<file path="src/rtl/in_ep_pkg.sv">
package in_ep_pkg;
  typedef enum logic [2:0] {
    TX_IDLE  = 3'd0,
    TX_FETCH = 3'd1,
    TX_LOAD  = 3'd2,
    TX_SEND  = 3'd3,
    TX_WAIT  = 3'd4
  } tx_state_e;
endpackage

</file>
<file path="src/rtl/ep_hold_regs.sv">
module ep_hold_regs #(
  parameter int SLOT_W    = 4,
  parameter int WORD_LOG2 = 6
) (
  input  logic                          clk_i,
  input  logic                          rst_ni,
  input  logic                          usb_rst_i,
  input  logic                          send_wr_i,
  input  logic [SLOT_W-1:0]             send_slot_i,
  input  logic [WORD_LOG2+2:0]          send_len_i,
  input  logic                          free_i,
  output logic                          send_rdy_o,
  output logic                          load_o,
  output logic                          hold_vld_o,
  output logic [SLOT_W-1:0]             hold_slot_o,
  output logic [WORD_LOG2+2:0]          hold_len_o
);
  localparam int LEN_W = WORD_LOG2 + 3;

  logic              rdy_q, hvld_q;
  logic [SLOT_W-1:0] sslot_q, hslot_q;
  logic [LEN_W-1:0]  slen_q, hlen_q;

  assign load_o      = rdy_q && !hvld_q && !usb_rst_i;
  assign send_rdy_o  = rdy_q;
  assign hold_vld_o  = hvld_q;
  assign hold_slot_o = hslot_q;
  assign hold_len_o  = hlen_q;

  always_ff @(posedge clk_i or negedge rst_ni) begin
    if (!rst_ni) begin
      rdy_q   <= 1'b0;
      hvld_q  <= 1'b0;
      sslot_q <= '0;
      slen_q  <= '0;
      hslot_q <= '0;
      hlen_q  <= '0;
    end else if (usb_rst_i) begin
      rdy_q  <= 1'b0;
      hvld_q <= 1'b0;
    end else begin
      // handoff uses the old send contents; a same-cycle write re-arms
      if (load_o) begin
        hslot_q <= sslot_q;
        hlen_q  <= slen_q;
        hvld_q  <= 1'b1;
      end else if (free_i) begin
        hvld_q <= 1'b0;
      end
      if (send_wr_i) begin
        sslot_q <= send_slot_i;
        slen_q  <= send_len_i;
        rdy_q   <= 1'b1;
      end else if (load_o) begin
        rdy_q <= 1'b0;
      end
    end
  end

  assert_load_fills_hold_R3: assert property (@(posedge clk_i) disable iff (!rst_ni)
    load_o |=> hold_vld_o);
  assert_free_not_load_R8: assert property (@(posedge clk_i) disable iff (!rst_ni)
    !(load_o && free_i));
  assert_usb_rst_empty_R10: assert property (@(posedge clk_i) disable iff (!rst_ni)
    usb_rst_i |=> (!hold_vld_o && !send_rdy_o));
endmodule

</file>
<file path="src/rtl/ep_tx_engine.sv">
module ep_tx_engine
  import in_ep_pkg::*;
#(
  parameter int SLOT_W    = 4,
  parameter int WORD_LOG2 = 6
) (
  input  logic                          clk_i,
  input  logic                          rst_ni,
  input  logic                          usb_rst_i,
  input  logic                          in_token_i,
  input  logic                          ack_i,
  input  logic                          timeout_i,
  input  logic                          hold_vld_i,
  input  logic [SLOT_W-1:0]             hold_slot_i,
  input  logic [WORD_LOG2+2:0]          hold_len_i,
  output logic                          mem_rd_o,
  output logic [SLOT_W+WORD_LOG2-1:0]   mem_addr_o,
  input  logic [31:0]                   mem_data_i,
  output logic                          tx_valid_o,
  output logic [7:0]                    tx_data_o,
  output logic                          tx_last_o,
  output logic                          tx_zlp_o,
  output logic                          nak_o,
  output logic                          nak_evt_o,
  output logic                          done_o
);
  localparam int BI_W  = WORD_LOG2 + 2;
  localparam int LEN_W = BI_W + 1;

  tx_state_e        state_q;
  logic [LEN_W-1:0] cnt_q;
  logic [31:0]      word_q;
  logic             zlp_q, nak_q;

  always_comb begin
    tx_valid_o = (state_q == TX_SEND);
    unique case (cnt_q[1:0])
      2'd0:    tx_data_o = word_q[31:24];
      2'd1:    tx_data_o = word_q[23:16];
      2'd2:    tx_data_o = word_q[15:8];
      default: tx_data_o = word_q[7:0];
    endcase
    tx_last_o  = tx_valid_o && ((cnt_q + 1'b1) == hold_len_i);
    mem_rd_o   = (state_q == TX_FETCH);
    mem_addr_o = {hold_slot_i, cnt_q[BI_W-1:2]};
    done_o     = (state_q == TX_WAIT) && ack_i && !usb_rst_i;
    nak_evt_o  = (state_q == TX_IDLE) && in_token_i && !hold_vld_i && !usb_rst_i;
  end

  assign tx_zlp_o = zlp_q;
  assign nak_o    = nak_q;

  always_ff @(posedge clk_i or negedge rst_ni) begin
    if (!rst_ni) begin
      state_q <= TX_IDLE;
      cnt_q   <= '0;
      word_q  <= '0;
      zlp_q   <= 1'b0;
      nak_q   <= 1'b0;
    end else begin
      zlp_q <= 1'b0;
      nak_q <= nak_evt_o;
      if (usb_rst_i) begin
        state_q <= TX_IDLE;
      end else begin
        unique case (state_q)
          TX_IDLE: if (in_token_i && hold_vld_i) begin
            cnt_q <= '0;
            if (hold_len_i == '0) begin
              zlp_q   <= 1'b1;
              state_q <= TX_WAIT;
            end else begin
              state_q <= TX_FETCH;
            end
          end
          TX_FETCH: state_q <= TX_LOAD;
          TX_LOAD: begin
            word_q  <= mem_data_i;
            state_q <= TX_SEND;
          end
          TX_SEND: begin
            cnt_q <= cnt_q + 1'b1;
            if (tx_last_o)                 state_q <= TX_WAIT;
            else if (cnt_q[1:0] == 2'b11)  state_q <= TX_FETCH;
          end
          TX_WAIT: if (ack_i || timeout_i) state_q <= TX_IDLE;
          default: state_q <= TX_IDLE;
        endcase
      end
    end
  end

  assert_stream_needs_hold_R5: assert property (@(posedge clk_i) disable iff (!rst_ni)
    tx_valid_o |-> hold_vld_i);
  assert_single_read_R1: assert property (@(posedge clk_i) disable iff (!rst_ni)
    mem_rd_o |=> !mem_rd_o);
  assert_zlp_no_data_R6: assert property (@(posedge clk_i) disable iff (!rst_ni)
    tx_zlp_o |-> !tx_valid_o);
  assert_nak_pulse_R7: assert property (@(posedge clk_i) disable iff (!rst_ni)
    nak_evt_o |=> nak_o);
endmodule

</file>
<file path="src/rtl/ep_status.sv">
module ep_status (
  input  logic clk_i,
  input  logic rst_ni,
  input  logic usb_rst_i,
  input  logic load_i,
  input  logic done_i,
  input  logic send_rdy_i,
  input  logic nak_evt_i,
  input  logic nak_clr_i,
  output logic xmit_idle_o,
  output logic nak_sent_o,
  output logic irq_o
);
  logic idle_q, nak_q, irq_q;

  assign xmit_idle_o = idle_q;
  assign nak_sent_o  = nak_q;
  assign irq_o       = irq_q;

  always_ff @(posedge clk_i or negedge rst_ni) begin
    if (!rst_ni) begin
      idle_q <= 1'b1;
      nak_q  <= 1'b0;
      irq_q  <= 1'b0;
    end else if (usb_rst_i) begin
      idle_q <= 1'b1;
      nak_q  <= 1'b0;
      irq_q  <= 1'b0;
    end else begin
      irq_q <= done_i && !send_rdy_i;
      if (load_i)                     idle_q <= 1'b0;
      else if (done_i && !send_rdy_i) idle_q <= 1'b1;
      if (nak_evt_i)      nak_q <= 1'b1;
      else if (nak_clr_i) nak_q <= 1'b0;
    end
  end

  assert_irq_one_cycle_R8: assert property (@(posedge clk_i) disable iff (!rst_ni)
    irq_o |=> !irq_o);
  assert_nak_sticky_R7: assert property (@(posedge clk_i) disable iff (!rst_ni)
    (nak_evt_i && !usb_rst_i) |=> nak_sent_o);
  assert_usb_rst_idle_R10: assert property (@(posedge clk_i) disable iff (!rst_ni)
    usb_rst_i |=> (xmit_idle_o && !irq_o && !nak_sent_o));
endmodule

</file>
<file path="src/rtl/in_ep_send_queue.sv">
module in_ep_send_queue #(
  parameter int SLOT_W    = 4,
  parameter int WORD_LOG2 = 6,
  localparam int LEN_W    = WORD_LOG2 + 3,
  localparam int ADDR_W   = SLOT_W + WORD_LOG2
) (
  input  logic              clk_i,
  input  logic              rst_ni,
  input  logic              usb_reset_i,
  input  logic              send_wr_i,
  input  logic [SLOT_W-1:0] send_slot_i,
  input  logic [LEN_W-1:0]  send_len_i,
  output logic              send_ready_o,
  input  logic              in_token_i,
  input  logic              ack_i,
  input  logic              timeout_i,
  output logic              mem_rd_o,
  output logic [ADDR_W-1:0] mem_addr_o,
  input  logic [31:0]       mem_data_i,
  output logic              tx_valid_o,
  output logic [7:0]        tx_data_o,
  output logic              tx_last_o,
  output logic              tx_zlp_o,
  output logic              nak_o,
  input  logic              nak_clr_i,
  output logic              nak_sent_o,
  output logic              xmit_idle_o,
  output logic              irq_o
);
  logic              load, hold_vld, done, nak_evt;
  logic [SLOT_W-1:0] hold_slot;
  logic [LEN_W-1:0]  hold_len;

  ep_hold_regs #(.SLOT_W(SLOT_W), .WORD_LOG2(WORD_LOG2)) u_hold (
    .clk_i       (clk_i),
    .rst_ni      (rst_ni),
    .usb_rst_i   (usb_reset_i),
    .send_wr_i   (send_wr_i),
    .send_slot_i (send_slot_i),
    .send_len_i  (send_len_i),
    .free_i      (done),
    .send_rdy_o  (send_ready_o),
    .load_o      (load),
    .hold_vld_o  (hold_vld),
    .hold_slot_o (hold_slot),
    .hold_len_o  (hold_len)
  );

  ep_tx_engine #(.SLOT_W(SLOT_W), .WORD_LOG2(WORD_LOG2)) u_eng (
    .clk_i       (clk_i),
    .rst_ni      (rst_ni),
    .usb_rst_i   (usb_reset_i),
    .in_token_i  (in_token_i),
    .ack_i       (ack_i),
    .timeout_i   (timeout_i),
    .hold_vld_i  (hold_vld),
    .hold_slot_i (hold_slot),
    .hold_len_i  (hold_len),
    .mem_rd_o    (mem_rd_o),
    .mem_addr_o  (mem_addr_o),
    .mem_data_i  (mem_data_i),
    .tx_valid_o  (tx_valid_o),
    .tx_data_o   (tx_data_o),
    .tx_last_o   (tx_last_o),
    .tx_zlp_o    (tx_zlp_o),
    .nak_o       (nak_o),
    .nak_evt_o   (nak_evt),
    .done_o      (done)
  );

  ep_status u_stat (
    .clk_i       (clk_i),
    .rst_ni      (rst_ni),
    .usb_rst_i   (usb_reset_i),
    .load_i      (load),
    .done_i      (done),
    .send_rdy_i  (send_ready_o),
    .nak_evt_i   (nak_evt),
    .nak_clr_i   (nak_clr_i),
    .xmit_idle_o (xmit_idle_o),
    .nak_sent_o  (nak_sent_o),
    .irq_o       (irq_o)
  );

  assert_last_is_valid_R5: assert property (@(posedge clk_i) disable iff (!rst_ni)
    tx_last_o |-> tx_valid_o);
endmodule

</file>
<file path="config.mk">
export PLATFORM = sky130hd
export DESIGN_NAME = in_ep_send_queue
export DESIGN_NICKNAME = d
export VERILOG_FILES = /design/src/rtl/in_ep_pkg.sv /design/src/rtl/ep_hold_regs.sv /design/src/rtl/ep_tx_engine.sv /design/src/rtl/ep_status.sv /design/src/rtl/in_ep_send_queue.sv
export SDC_FILE = /design/constraint.sdc
export NUM_CORES = 1
export LEC_CHECK = 0
export ABC_AREA = 1
export BUFFER_PORTS_ARGS = -buffer_cell sky130_fd_sc_hd__buf_2
export CAP_MARGIN = 0
export CELL_PAD_IN_SITES_DETAIL_PLACEMENT = 1
export CELL_PAD_IN_SITES_GLOBAL_PLACEMENT = 2
export CORE_UTILIZATION = 34
export CTS_BUF_LIST = sky130_fd_sc_hd__clkbuf_8
export DETAILED_ROUTE_END_ITERATION = 16
export HOLD_SLACK_MARGIN = 0.08
export PLACE_DENSITY_LB_ADDON = 0.1
export SLEW_MARGIN = 10
export SYNTH_ARGS = -nofsm -noshare
export SYNTH_HDL_FRONTEND = slang
export SYNTH_SLANG_ARGS = --single-unit
</file>
<file path="constraint.sdc">
create_clock -name clk_i -period 2.3 [get_ports clk_i]
set_input_delay 0.23 -clock clk_i [delete_from_list [all_inputs] [get_ports clk_i]]
set_output_delay 0.23 -clock clk_i [all_outputs]
set_load 0.03 [all_outputs]
</file>
==> reports/summary.txt, run 1 <==
Status: finished, violations left
Failing checks: setup timing
Worst path top cell family by delay: simple AND/OR/NAND/NOR gates
Drt total wl: 9.43 mm
Crit-path max FO: 4
Largest net degree at the start of global routing: 44
Slew HR: 63.8%
Netlist cell types: 32
DP Worst Slack: 0.0707 ns
Final hold violation count: 0
Number of max-cap violations: 0
Sequential share of the synthesized area: 51.6%
Syn Inst Count: 400
Max Clock Freq: 417 MHz
Startpoint types: register
Synth Area per Inst: 9.35 um^2
Synth Warn #: 0
Vias in the first global route: 3230
R2r startpoint: u_eng.cnt_q[0]$_DFFE_PN0P_
Hold Path Stages: 2
Type of the tightest min-delay check: in -> reg
Port Buffers: 79
First-pass GRT wire length: 16.2 mm
Die X-Extent: 107 um
Seq cells post-synth: 77
Synth Cell Area: 3740 um^2
Max Used Layer: met4
Worst hold margin: 0.0993 ns
Dpl hpwl: 7.01 mm
Synth async-reset ratio: 100%
Worst Max-Slew Pin Slew: 0.542 ns
Initial antenna violation count: 0
GRT Total Usage: 18.3%
CP Capture Type: primary output
ANT cells: 0
Crit path buffers/inverters: 2
Peak VDD IR: 0.471 mV
Reg2reg setup slack: 0.41 ns
CTS tree: yes
Final WS setup: -0.0981 ns
Hold path startpoint: send_len_i[5]
DR DRC count: 0
DRT iter0 DRCs: 110
GP Congestion: 0.791
End of the worst register-to-register path: u_eng.state_q[0]$_DFFE_PN0P_
Final setup viols: 1
Ys flop type: dfrtp_1
Reg clk slew, reported paths: 0.08 ns
Clock root buffer: clkbuf_8
Clock Sink Count: 77
Crit-path slowest cell: dfrtp_2
Syn_nets: 457
Static Leak: 2.24 nW
WL per Instance: 15.0 um
Critical Path RT: 2.07 ns
Clock Skew: 0.00873 ns
Worst skew pair latency: 0.36 ns
Max incr delay on CP: 0.44 ns
Met3 wire length: 415 um
Area delta synth->final: 22.2%
Fin crit share: 104%
Met1 WL: 4.35 mm
Vias: 3032
Row count: 37
Global route overflow: 0
CTS max path bufs: 2
RSZ-0062 raised after global routing: true
Ports: 80
Vias/cell: 4.84
DIE AREA: 11400 um^2
Initial Utilization: 35.6%
Fin. max-slew vios: 0
Critical path arrival: 2.17 ns
Total CTS buffers: 9
Detailed Routing Iterations Pass 1: 4
Kind of critical path: reg -> out
Met2 routed WL: 4.55 mm
Final net count: 543
H-Tree Depth: 3
Core Region: 10500 um^2
Cells along the critical path: ha_4 > buf_4 > nand3_1 > nand2_1 > nand2_1 > nor2_1 > nor2_1 > nand2_1 > nor2_1 > nand3_1 > nor4_2 > buf_4
Hold-critical path endpoint: u_hold.slen_q[5]$_DFFE_PN0P_
Layout cell share with drive strength beyond 1: 37.1%
Post-synth EDFFs: 0
Final antenna-violating net count: 0
Total power: 5.63 mW
Post-layout minimum cycle time: 2.40 ns
Pwr per Cell Area: 1230 nW/um^2
Cells on worst reg2reg path: 13
Die Height: 107 um
report_power, final:
part	switching, mW	leakage (nW)	total (mW)	internal [mW]
logic	1.48	1.22	2.45	0.962
clock network	0.518	0.0964	1.01	0.495
registers	0.339	0.926	2.18	1.84
how the worst max path moves through the flow:
| stage | startpoint | end | slack (ns) | cells past startpoint |
|---|---|---|---|---|
| after floorplan | u_eng.cnt_q[0]$_DFFE_PN0P_ | tx_last_o | 0.07 | 13 |
| after global placement | u_eng.cnt_q[0]$_DFFE_PN0P_ | tx_last_o | 0.12 | 12 |
| after detailed placement | u_eng.cnt_q[0]$_DFFE_PN0P_ | tx_last_o | 0.07 | 13 |
| after CTS | u_eng.cnt_q[1]$_DFFE_PN0P_ | tx_last_o | -0.24 | 12 |
| after global routing | u_eng.cnt_q[0]$_DFFE_PN0P_ | tx_last_o | -0.31 | 13 |
| final | u_eng.cnt_q[0]$_DFFE_PN0P_ | tx_last_o | -0.1 | 12 |
logic make-up after synthesis:
logic type	Yosys count	share of synthesized area [%]
AO/OA/AOI/OAI	50	7.56
buffers and inverters	56	6.53
XOR/XNOR	1	0.234
AND/OR/NAND/NOR	173	21.0
adder cells (fa/ha/maj)	4	1.34
flip-flops	77	51.6
multiplexers	39	11.7
cells in the mapped netlist, types with 2 or more instances:
cell type	count	area [um^2]
o22ai_1	6	37.5
nand4_1	7	43.8
nand3_2	4	40.0
nor2_2	4	25.0
dfrtp_1	76	1900
nand2_2	7	43.8
ha_1	4	50.1
o21ai_0	9	45.0
inv_2	5	18.8
nor3_1	2	10.0
buf_1	2	7.51
inv_1	31	116
nor2_1	37	139
nand3_1	27	135
nor2_4	3	33.8
buf_4	7	52.6
buf_2	6	30.0
nand2_1	79	297
a31oi_1	8	50.1
a21oi_1	21	105
nor4_1	2	12.5
mux2_2	39	439
clkbuf_1	5	18.8
layout make-up:
type / count / area [um^2]
Clock buffer: 9 / 124
Clock inverter: 7 / 67.6
Fill cell: 1251 / 5940
Inverter: 36 / 135
Multi-Input combinational cell: 267 / 1600
Sequential cell: 77 / 1930
Tap cell: 136 / 170
Timing Repair Buffer: 95 / 538
per-stage QoR:
stage	cell area, um^2	setup TNS, ns	util (%)	instances
floorplan	3740	0	-	400
global placement	4300	0	40.9	606
detailed placement	4300	0	40.9	606
CTS	4560	-0.245	43.4	627
global route	4570	-0.308	43.5	627
finish	4570	-0.0981	43.5	627
timing repair:
item                                   4_1_cts  5_1_grt
endpoints found under the hold margin       35        0
hold buffers                                 2        0
setup endpoints to repair                    1        4
cloned                                       0        0
setup buffers                                3        0
gates resized for setup                      8        3
pin swaps                                    2        1
sequential cells by signal, summed over array words and instances (netlist names):
signal	cells
u_eng.word_q	32
u_eng.cnt_q	9
u_hold.hold_len_o	9
u_hold.slen_q	9
u_hold.hold_slot_o	4
u_hold.sslot_q	4
u_eng.state_q	3
u_eng.nak_o	1
u_eng.tx_zlp_o	1
u_hold.hold_vld_o	1
u_hold.send_rdy_o	1
u_stat.irq_o	1
u_stat.nak_sent_o	1
u_stat.xmit_idle_o	1
cells in the final DEF, fill, tap and decap left out, types with 2 or more instances in the layout:
cell type / n
nand2_2: 7
a21oi_1: 21
mux2_2: 39
buf_2: 77
nor3_1: 2
o21ai_0: 9
nor2_2: 5
ha_4: 2
clkbuf_8: 9
clkinvlp_4: 2
a31oi_1: 8
nand3_2: 4
inv_2: 7
dlygate4sd3_1: 2
o22ai_1: 6
dfrtp_1: 73
nand2_1: 79
dfrtp_2: 3
nor2_1: 36
buf_4: 15
nand4_1: 7
nor2_4: 3
inv_1: 30
nand3_1: 27
clkinv_2: 2
per-layer routing:
metal	track usage, %	vias up
met1	24.8	1468
li1	-	1488
met2	29.6	66
met3	3.47	10
met4	5.87	0
met5	0	-
Note: power is estimated with default switching activity, not from simulation.
==> run 2, diff against run 1 <==
- clock period: 2.3 -> 2.7 ns (I/O delays scaled with it)
==> run 2 against run 1 <==
Effect of this change:
- the run now ends clean
- critical path depth rose by 1
- worst hold slack got worse by 0.018 ns
- count of clock-buffer cells in the layout rose by 3
- global-route usage fell by 1.0 points
- first-iteration DRC count fell by 24%
- combinational power fell by 16%
- flip-flop and latch count did not move
- routed wire length fell by 1.5%
- clock power barely moved
- cell count fell by 0.96%
- largest power group unchanged
- highest routed layer unchanged
==> reports/summary.txt, run 2 (synthesis results as in run 1) <==
Final antenna-violating net count: 0 (unchanged)
Static Leak: 2.24 nW (about the same)
Vias/cell: 4.82 (-0.37%)
Worst skew pair latency: 0.34 ns (-0.02 ns)
Most common cell after layout, fill and taps aside: nand2_1
Post-layout util: 43.5% (about the same)
Reg2reg setup slack: 0.73 ns (+0.32 ns)
Max reg flops: 32 (unchanged)
RSZ-0062 raised after global routing: true
Total CTS buffers: 9 (unchanged)
Critical Path RT: 2.43 ns (+0.36 ns)
Max Clock Freq: 391 MHz
Grt met3 use: 3.71% (+0.24 points)
Final WS setup: 0.146 ns (+0.244 ns)
Critical path arrival: 2.28 ns (+0.11 ns)
GRT Total Usage: 17.3% (-1.0 points)
CTS max path bufs: 2 (unchanged)
Type of the tightest min-delay check: in -> async
Worst Max-Slew Pin Slew: 1.00 ns (+0.460 ns)
Cell mode on critical path: nand2_1
Vias: 2992 (-1.3%)
CP Capture Type: primary output
Cells on worst reg2reg path: 6 (-7)
Total power: 4.95 mW (-12%)
DIE AREA: 11400 um^2 (unchanged)
Initial antenna violation count: 0 (unchanged)
GP Congestion: 0.794 (+0.32%)
Drt total wl: 9.28 mm (-1.5%)
Ports: 80 (unchanged)
Die Height: 107 um (unchanged)
Row count: 37 (unchanged)
R2r startpoint: u_eng.state_q[2]$_DFFE_PN0P_
Detailed Routing Iterations Pass 1: 4 (unchanged)
Crit-path max FO: 5 (+1)
Max incr delay on CP: 0.44 ns (about the same)
Number of max-cap violations: 0 (unchanged)
Port Buffers: 79 (unchanged)
ANT cells: 0 (unchanged)
Dpl hpwl: 6.75 mm (-3.7%)
Pwr per Cell Area: 1080 nW/um^2 (-12%)
Post-layout minimum cycle time: 2.55 ns
Status: finished clean
GR Layer Usage met1: 23.2% (-1.6 points)
Most frequent cells in the layout: 79 x nand2_1, 77 x buf_2, 73 x dfrtp_1, 39 x mux2_2, 35 x nor2_1
CTS tree: yes
Die X-Extent: 107 um (unchanged)
Kind of critical path: reg -> out
Final hold violation count: 0 (unchanged)
Clock root buffer: clkbuf_8
Reg clk slew, reported paths: 0.08 ns (about the same)
# fillers: 1240 (-0.88%)
Largest net degree at the start of global routing: 78 (+77%)
Final net count: 538 (-0.92%)
Crit-path slowest cell: dfrtp_2
Vias in the first global route: 3162 (-2.1%)
Clock Skew: 0.0146 ns (+0.00587 ns)
Final Cell Area: 4570 um^2 (about the same)
Setup crit start: u_eng.cnt_q[1]$_DFFE_PN0P_
Biggest register: u_eng.word_q
Peak VDD IR: 0.544 mV (+15%)
Area delta synth->final: 22.3% (about the same)
First-pass GRT wire length: 15.5 mm (-4.2%)
Core Region: 10500 um^2 (unchanged)
DR DRC count: 0 (unchanged)
DRT iter0 DRCs: 84 (-24%)
H-Tree Depth: 3 (unchanged)
DP Worst Slack: 0.173 ns (+0.102 ns)
Critical Path Sink: tx_last_o
Fin crit share: 94.6%
DP Area: 4240 um^2 (-1.5%)
Cells along the critical path: inv_2 > ha_4 > inv_1 > nand2_1 > nand2_1 > nor2_2 > nand3_1 > nor2_1 > nand2_1 > nor2_2 > nand3_2 > nor4_4 > buf_4
Initial Utilization: 35.6% (unchanged)
Clock Sink Count: 77 (unchanged)
Final setup viols: 0 (-1)
Slew HR: 33.2% (-31 points)
GR peak layer: met2
Fin. max-slew vios: 0 (unchanged)
WL per Instance: 14.9 um (-0.60%)
Global route overflow: 0 (unchanged)
Layout cell share with drive strength beyond 1: 36.9% (-0.16 points)
End of the worst register-to-register path: u_eng.cnt_q[7]$_DFFE_PN0P_
Met2 Use GR: 27.9% (-1.7 points)
Startpoint types: register
-- run 2: worst min-delay path by stage --
stage,from,to,depth (start not counted)
final,rst_ni,u_eng.word_q[2]$_DFFE_PN0P_,1
after global routing,mem_data_i[11],u_eng.word_q[11]$_DFFE_PN0P_,2
after CTS,rst_ni,u_eng.word_q[9]$_DFFE_PN0P_,1
after detailed placement,u_stat.nak_sent_o$_DFFE_PN0P_,u_stat.nak_sent_o$_DFFE_PN0P_,2
after global placement,u_stat.nak_sent_o$_DFFE_PN0P_,u_stat.nak_sent_o$_DFFE_PN0P_,2
after floorplan,rst_ni,u_eng.cnt_q[0]$_DFFE_PN0P_,0
-- run 2: worst max-delay path: cells and delay by family (launching register included) --
| kind | cells | cell delay (ns) |
|---|---|---|
| AND/OR/NAND/NOR | 9 | 0.91 |
| adder cells (fa/ha/maj) | 1 | 0.26 |
| flip-flops | 1 | 0.44 |
| buffers and inverters | 3 | 0.34 |
-- run 2: area by class of cell --
| class | count | area [um^2] | share of cell area [%] |
|---|---|---|---|
| multi-input combinational | 267 | 1620 | 35.4 |
| clock buffer | 12 | 165 | 3.61 |
| timing repair buffer | 90 | 483 | 10.6 |
| clock inverter | 3 | 67.6 | 1.48 |
| sequential | 77 | 1930 | 42.3 |
| inverter | 36 | 138 | 3.01 |
| tap | 136 | 170 | 3.72 |
-- run 2: stage by stage --
| step | cells | TNS (ns) | hold slack (ns) |
|---|---|---|---|
| 2_1_floorplan | 400 | 0 | -0.0256 |
| 3_3_place_gp | 600 | 0 | 0.465 |
| 3_5_place_dp | 600 | 0 | 0.474 |
| 4_1_cts | 617 | 0 | 0.110 |
| 5_1_grt | 621 | -0.0262 | 0.134 |
| 6_report | 621 | 0 | 0.0817 |
-- run 2: routing by layer --
metal | wire length (um) | share of wire [%] | up-vias
met5 | 0 | 0 | -
li1 | - | - | 1479
met1 | 4490 | 48 | 1444
met3 | 370 | 4.0 | 9
met2 | 4320 | 47 | 60
met4 | 102 | 1.1 | 0
-- run 2: repair_timing --
item / 4_1_cts / 5_1_grt
setup buffers: 2 / 4
gates resized for setup: 5 / 9
pin swaps: 0 / 2
setup endpoints to repair: 1 / 1
hold buffers: 0 / 0
cloned: 0 / 0
-- run 2: power by group --
part	switching [mW]	internal, mW
combinational	1.26	0.810
sequential	0.300	1.57
clock	0.417	0.592
total	1.98	2.97
